$ cat src/rtl/rxring_pkg.sv
package rxring_pkg;

    localparam int WORD_W    = 32;
    localparam int LEN_W     = 11;
    localparam int MERR_W    = 4;

    // descriptor word +0 fields
    localparam int OWN_BIT   = 31;
    localparam int FIRST_BIT = 29;
    localparam int LAST_BIT  = 28;
    localparam int ERR_HI    = 22;
    localparam int BUS_BIT   = 18;
    localparam int BCAST_BIT = 17;
    localparam int MCAST_BIT = 16;

    // descriptor word +4 fields
    localparam int END_BIT   = 31;

    typedef enum logic [2:0] {
        S_IDLE,
        S_RD_CTL,
        S_RD_SIZE,
        S_RD_BUF,
        S_PARK,
        S_OPEN,
        S_PUT,
        S_CLOSE
    } fsm_e;

endpackage

$ cat src/rtl/rxring_status.sv
module rxring_status
    import rxring_pkg::*;
(
    input  logic              first,
    input  logic              last,
    input  logic [MERR_W-1:0] mac_err,
    input  logic              bus_err,
    input  logic              bcast,
    input  logic              mcast,
    input  logic [LEN_W-1:0]  len,
    output logic [WORD_W-1:0] word
);

    // the owner bit stays 0: this word hands the descriptor to software
    always_comb begin
        word                      = '0;
        word[FIRST_BIT]           = first;
        word[LAST_BIT]            = last;
        word[ERR_HI -: MERR_W]    = mac_err;
        word[BUS_BIT]             = bus_err;
        word[BCAST_BIT]           = bcast;
        word[MCAST_BIT]           = mcast;
        word[LEN_W-1:0]           = len;
    end

endmodule

$ cat src/rtl/rxring_lane.sv
module rxring_lane
    import rxring_pkg::*;
#(
    parameter int AW = 32
) (
    input  logic [AW-1:0]       buf_base,
    input  logic [LEN_W-1:0]    offset,
    input  logic [7:0]          byte_in,
    output logic                addr_ok,
    output logic [AW-1:0]       word_addr,
    output logic [WORD_W/8-1:0] be,
    output logic [WORD_W-1:0]   wdata
);

    localparam int LANES = WORD_W / 8;
    localparam int LSB   = $clog2(LANES);

    logic [AW-1:0] byte_addr;

    assign byte_addr = buf_base + AW'(offset);
    assign word_addr = {byte_addr[AW-1:LSB], {LSB{1'b0}}};
    // only half-word aligned, not word aligned, buffers are usable
    assign addr_ok   = (buf_base[LSB-1:0] == LSB'(LANES / 2));

    for (genvar l = 0; l < LANES; l++) begin : g_lane
        assign be[l]          = (byte_addr[LSB-1:0] == LSB'(l));
        assign wdata[8*l +: 8] = byte_in;
    end

endmodule

$ cat src/rtl/rxring_engine.sv
module rxring_engine
    import rxring_pkg::*;
#(
    parameter int AW     = 32,
    parameter int STRIDE = 16
) (
    input  logic              clk,
    input  logic              rst_n,
    input  logic              enable,
    input  logic [AW-1:0]     ring_base,
    input  logic              poll_demand,
    input  logic              autopoll_tick,
    input  logic              rx_valid,
    input  logic [7:0]        rx_data,
    input  logic              rx_sof,
    input  logic              rx_eof,
    input  logic [MERR_W-1:0] rx_err,
    input  logic              rx_bcast,
    input  logic              rx_mcast,
    output logic              rx_ready,
    output logic              mem_req,
    output logic              mem_we,
    output logic [AW-1:0]     mem_addr,
    output logic [3:0]        mem_be,
    output logic [WORD_W-1:0] mem_wdata,
    input  logic              mem_ack,
    input  logic [WORD_W-1:0] mem_rdata,
    output logic [1:0]        irq_pulse
);

    localparam int SIZE_OFS = 4;
    localparam int BUF_OFS  = 8;

    typedef struct packed {
        fsm_e              st;
        logic [AW-1:0]     ptr;
        logic [AW-1:0]     buf_base;
        logic [LEN_W-1:0]  size;
        logic              wrap;
        logic [LEN_W-1:0]  cnt;
        logic              first;
        logic              last;
        logic              eof;
        logic [MERR_W-1:0] err;
        logic              bc;
        logic              mc;
        logic [7:0]        data;
        logic [1:0]        irq;
    } regs_t;

    regs_t q, d;

    logic              lane_ok;
    logic [AW-1:0]     lane_addr;
    logic [3:0]        lane_be;
    logic [WORD_W-1:0] lane_wdata;
    logic [WORD_W-1:0] stat_word;

    rxring_lane #(.AW(AW)) lane_i (
        .buf_base  (q.buf_base),
        .offset    (q.cnt),
        .byte_in   (q.data),
        .addr_ok   (lane_ok),
        .word_addr (lane_addr),
        .be        (lane_be),
        .wdata     (lane_wdata)
    );

    rxring_status status_i (
        .first   (q.first),
        .last    (q.last),
        .mac_err (q.err),
        .bus_err (!lane_ok),
        .bcast   (q.bc),
        .mcast   (q.mc),
        .len     (lane_ok ? q.cnt : '0),
        .word    (stat_word)
    );

    always_comb begin
        d         = q;
        d.irq     = '0;
        mem_req   = 1'b0;
        mem_we    = 1'b0;
        mem_addr  = q.ptr;
        mem_be    = '0;
        mem_wdata = '0;
        rx_ready  = 1'b0;

        case (q.st)
            S_IDLE: begin
                if (enable) begin
                    d.ptr = ring_base;
                    d.st  = S_RD_CTL;
                end
            end
            S_RD_CTL: begin
                mem_req = 1'b1;
                if (mem_ack) begin
                    if (mem_rdata[OWN_BIT]) begin
                        d.st = S_RD_SIZE;
                    end else begin
                        d.irq[1] = 1'b1;
                        d.st     = S_PARK;
                    end
                end
            end
            S_RD_SIZE: begin
                mem_req  = 1'b1;
                mem_addr = q.ptr + AW'(SIZE_OFS);
                if (mem_ack) begin
                    d.wrap = mem_rdata[END_BIT];
                    d.size = mem_rdata[LEN_W-1:0];
                    d.st   = S_RD_BUF;
                end
            end
            S_RD_BUF: begin
                mem_req  = 1'b1;
                mem_addr = q.ptr + AW'(BUF_OFS);
                if (mem_ack) begin
                    d.buf_base = mem_rdata[AW-1:0];
                    d.st       = S_OPEN;
                end
            end
            S_PARK: begin
                if (!enable) begin
                    d.st = S_IDLE;
                end else if (poll_demand || autopoll_tick) begin
                    d.st = S_RD_CTL;
                end
            end
            S_OPEN: begin
                rx_ready = !lane_ok || (q.cnt < q.size);
                if (rx_valid) begin
                    if (rx_ready) begin
                        if (rx_sof) d.first = 1'b1;
                        if (rx_eof) begin
                            d.err = rx_err;
                            d.bc  = rx_bcast;
                            d.mc  = rx_mcast;
                        end
                        if (!lane_ok) begin
                            if (rx_eof) begin
                                d.last = 1'b1;
                                d.st   = S_CLOSE;
                            end
                        end else begin
                            d.data = rx_data;
                            d.eof  = rx_eof;
                            d.st   = S_PUT;
                        end
                    end else begin
                        // buffer full, frame continues in the next descriptor
                        d.last = 1'b0;
                        d.st   = S_CLOSE;
                    end
                end
            end
            S_PUT: begin
                mem_req   = 1'b1;
                mem_we    = 1'b1;
                mem_addr  = lane_addr;
                mem_be    = lane_be;
                mem_wdata = lane_wdata;
                if (mem_ack) begin
                    d.cnt = q.cnt + 1'b1;
                    if (q.eof) begin
                        d.last = 1'b1;
                        d.st   = S_CLOSE;
                    end else begin
                        d.st = S_OPEN;
                    end
                end
            end
            S_CLOSE: begin
                mem_req   = 1'b1;
                mem_we    = 1'b1;
                mem_be    = '1;
                mem_wdata = stat_word;
                if (mem_ack) begin
                    d.irq[0] = q.last && (q.err == '0) && lane_ok;
                    d.ptr    = q.wrap ? ring_base : q.ptr + AW'(STRIDE);
                    d.cnt    = '0;
                    d.first  = 1'b0;
                    d.last   = 1'b0;
                    d.eof    = 1'b0;
                    d.err    = '0;
                    d.bc     = 1'b0;
                    d.mc     = 1'b0;
                    d.st     = S_RD_CTL;
                end
            end
            default: d.st = S_IDLE;
        endcase
    end

    always_ff @(posedge clk) begin
        if (!rst_n) begin
            q <= '0;
        end else begin
            q <= d;
        end
    end

    assign irq_pulse = q.irq;

endmodule

$ cat config.mk
export PLATFORM = sky130hd
export DESIGN_NAME = rxring_engine
export DESIGN_NICKNAME = d
export VERILOG_FILES = /design/src/rtl/rxring_pkg.sv /design/src/rtl/rxring_status.sv /design/src/rtl/rxring_lane.sv /design/src/rtl/rxring_engine.sv
export SDC_FILE = /design/constraint.sdc
export NUM_CORES = 1
export LEC_CHECK = 0
export ABC_AREA = 1
export BUFFER_PORTS_ARGS = -buffer_cell sky130_fd_sc_hd__buf_2
export CORE_AREA = 2 2 194 158
export CTS_BUF_LIST = sky130_fd_sc_hd__clkbuf_4
export DETAILED_ROUTE_END_ITERATION = 10
export DIE_AREA = 0 0 196 160
export RECOVER_POWER = 100
export SLEW_MARGIN = 20
export SYNTH_ARGS = -nofsm -noshare
export SYNTH_HDL_FRONTEND = slang
export SYNTH_SLANG_ARGS = --single-unit
export TNS_END_PERCENT = 20
$ cat constraint.sdc
create_clock -name clk -period 3.7 [get_ports clk]
set_clock_uncertainty 0.2 [all_clocks]
set_input_delay 0.555 -clock clk [delete_from_list [all_inputs] [get_ports clk]]
set_output_delay 0.555 -clock clk [all_outputs]
set_load 0.01 [all_outputs]
==> summary.txt <==
Cells and area
  – Fill cells: 3344
  – Sequential Area: about 2200 sq um
  – Final core utilization: 33.38%
  – Layout cell share with drive strength beyond 1: 13.44%
  – Net count, final: 1700
  – Multi-input gate area in the final layout: 5500 sq um
  – Post-route standard cell area excluding fillers: 9905 sq um
  – Layout overhead on the synthesized area: 13.72%
  – Number of standard cells in the layout, taps in and fillers out: 1976

Route
  – Initial DRT Pass Iterations: 6
  – Routed length per placed instance: approximately 18 um
  – Vias/cell: 5.232
  – Drt first-iter violations: 1080
  – Wire length reported by the detailed router: 36.14 mm
  – DRC violations left: 0
  – Detailed-route via count: 10340
  – Post-route ant nets: 0

Run status
  – Failing checks: capacitance limit
  – Run status: finished with violations

Clocking
  – Reg clk slew, reported paths: 0.22 ns
  – Max Root-Sink Buffers: 2
  – Number of hold buffers added after CTS: 0
  – Source-to-sink clock delay at the later pin of the worst-skew pair: roughly 0.53 ns
  – Clock tree root driver cell: clkbuf_4
  – Clk sinks: 109
  – TritonCTS clock tree: built
  – # Post-CTS Setup Buffers: 0
  – Clock buffer count from CTS: 9
  – H-tree depth: 3

Pwr
  – VDD IR max: 0.0002429 V
  – Standby leakage power: 4.149 nW
  – Power density normalized to cell area: 502.6 nW/um^2
  – Post-layout total power: 4.978 mW

Critical path
  – Required time at the worst-slack endpoint: roughly 3 ns
  – Largest driver fanout on the critical path: 7
  – Depth of the most critical reg-to-reg path: 9
  – End of the worst register-to-register path: q[103]
  – Sort of element at the start of the critical path: flip-flop
  – Critical path class: flip-flop to output port
  – Reg2reg start: q[108]
  – Data arrival at the endpoint of the critical path: 2.83 ns
  – Type of element capturing the critical path: output port
  – Worst setup slack for register-to-register paths: 0.24 ns

Placed design
  – Placed cell count: roughly 2000
  – Number of port buffers: 159
  – Post-DP Area: ~9800 sq um
  – Post-DP HPWL: 28.45 mm
  – RD Place Congestion: 0.9920

Min path
  – Source of the worst hold timing path: mem_rdata[10]
  – Capture endpoint of the worst hold path: q[52]
  – Hold Crit Class: input pin to flip-flop
  – Hold depth: 3

Yosys
  – Post-Synthesis Cell Area: 8710 sq um
  – Synth warn: 0
  – Share of cell area taken by muxes after synthesis: 0%
  – Post-Synth Simple-Gate Area: a little under two fifths
  – Synthesized-area fraction occupied by ao, oa, aoi and oai cells: 20.50%
  – Fraction of synthesized cell area in xor and xnor cells: 0.9050%
  – Area share of the largest cell type after synthesis: 25.05%
  – Number of synthesized register bits: approximately 110
  – Main area contributors after synthesis: dfxtp_1 (25%), nand2_1 (15%), a21oi_1 (7.4%)
  – Sequential cell area fraction in the yosys report: between 20% and 30%
  – Average size of a mapped cell: 5.953 sq um
  – Cell type with the highest aggregate area in the netlist: dfxtp_1
  – Ranking of synthesized cells by instance count: nand2_1 (357), inv_1 (172), nor2_1 (161)
  – Number of synthesized flops with an enable pin: 0
  – Yosys cell types: 51
  – Post-synthesis async set-or-reset flop share: 0%
  – Number of standard cells after synthesis: around 1500
  – Largest family of logic cells by synthesized area: simple AND/OR/NAND/NOR gates
  – Most frequent cell after synthesis: nand2_1
  – Post-synthesis share of cell area spent on full adders, half adders and majority gates: 3.821%
  – Syn Nets: 1576
  – Leading register cell type out of synthesis: dfxtp_1

Global route
  – Gr ovfl total: 0
  – Initial antenna violation count: 1
  – First-pass GRT wire length: 55.12 mm
  – Via count of the first global-routing pass: 9357
  – Largest net degree at the start of global routing: 55
  – All-Layer GR Usage: 22.77%

STA
  – Hold Violations, Final: 0
  – Worst-Margin Slew: 1.477 ns
  – Count of final max-slew check failures: 0
  – Number of setup violations in the final report: 0
  – Minimum clock period: 3.585 ns
  – Tcrit/Tclk final: 96.90%
  – Highest clock frequency the design can meet: 278.9 MHz
  – Unrepaired setup endpoints after global routing: true
  – Max transition margin: around 1.4%

Flow run
  – Maximum capacitance violations: 1

Floorplan
  – Placement row count: 57
  – Width of the chip: 196 um
  – Chip height: 160 um
  – Die Footprint: 31360 sq um
  – Count of boundary I/O pins: 160
  – Starting density of the core: 29.36%
  – Placeable Area: 29670 sq um
metrics by stage:
stage / hold WS [ns] / setup WS [ns] / TNS (ns)
final: 0.05381 / 0.1146 / 0
after global routing: 0.02240 / -0.04733 / -0.1412
after CTS: 0.01250 / 0.02088 / 0
after detailed placement: 0.2572 / 0.5196 / 0
after global placement: 0.2448 / 0.5848 / 0
after floorplan: 0.2308 / 1.093 / 0
final cells by class:
class / instances / share of cell area, %
antenna: 1 / 0.02527
tap: 383 / 4.838
multi-input combinational: 1102 / 55.53
clock buffer: 10 / 0.7580
timing repair buffer: 177 / 8.666
inverter: 188 / 7.150
clock inverter: 6 / 0.9222
sequential: 109 / 22.11
layer usage:
| metal | up-vias | part of all wire, % | GRT usage [%] |
|---|---|---|---|
| li1 | 5085 | - | - |
| met1 | 4723 | 48 | 34.31 |
| met2 | 474 | 40 | 32.63 |
| met3 | 56 | 9.2 | 4.583 |
| met4 | 0 | 2.3 | 5.854 |
| met5 | - | 0 | 0 |
cells by family after synthesis:
kind of cell,Yosys count
adders and majority gates,26
AOI/OAI and AO/OA,321
and+or+nand+nor,746
DFF,109
buffers and inverters,252
xor gates and xnor gates,9
repair_timing:
action / 4_1_cts / 5_1_grt
endpoints found under the setup margin: 9 / 23
pin swaps: 0 / 3
gates resized for setup: 6 / 20
gates cloned: 0 / 0
hold endpoints to repair: 0 / 0
critical path: stages, from the launching register on:
cell	delay, ns
dfxtp_1	0.55
nand2_1	0.16
inv_1	0.13
nand2_1	0.14
nor2_4	0.17
nand3_2	0.10
nor2_2	0.21
nand2_1	0.16
nor2_2	0.20
nand2_1	0.11
nand2_1	0.10
nand4_1	0.10
buf_2	0.16
flip-flops by register name, summed over array words and instances (netlist names):
register,count
q,107
irq_pulse,2
worst max-delay path by stage:
stage,start,end,slack [ns],cells after the start
after floorplan,q[19],mem_addr[22],1.09,11
after global placement,q[19],mem_addr[22],0.58,12
after detailed placement,q[19],mem_addr[22],0.52,13
after CTS,q[19],mem_addr[22],0.02,13
after global routing,q[89],mem_addr[28],-0.05,12
final,q[90],mem_addr[28],0.11,12
power by group:
part / total [mW] / internal, mW / switching (mW)
clock network: 0.753 / 0.288 / 0.466
logic: 2.46 / 0.777 / 1.68
registers: 1.77 / 1.40 / 0.371
cell usage in the layout (no fill, tap or decap), types with 4 or more instances in the layout:
master	synthesis	layout
a211oi_1	12	12
a21oi_1	129	127
a21oi_2	2	4
a31oi_1	11	11
buf_2	20	109
buf_4	11	12
clkbuf_1	21	48
clkbuf_2	3	7
clkbuf_4	0	11
dfxtp_1	109	103
dfxtp_2	0	6
ha_1	25	23
inv_1	172	176
inv_2	13	9
nand2_1	357	357
nand2_2	7	9
nand3_1	117	116
nand4_1	40	41
nor2_1	161	158
nor2_2	12	13
nor2_4	6	8
nor3_1	21	20
nor4_1	4	4
o2111ai_1	5	5
o211ai_1	4	4
o21a_1	5	5
o21ai_0	114	118
o21bai_1	4	4
o31ai_1	14	14
or2_2	4	4
xor2_1	7	7
Power figures use the tool's default switching activity.
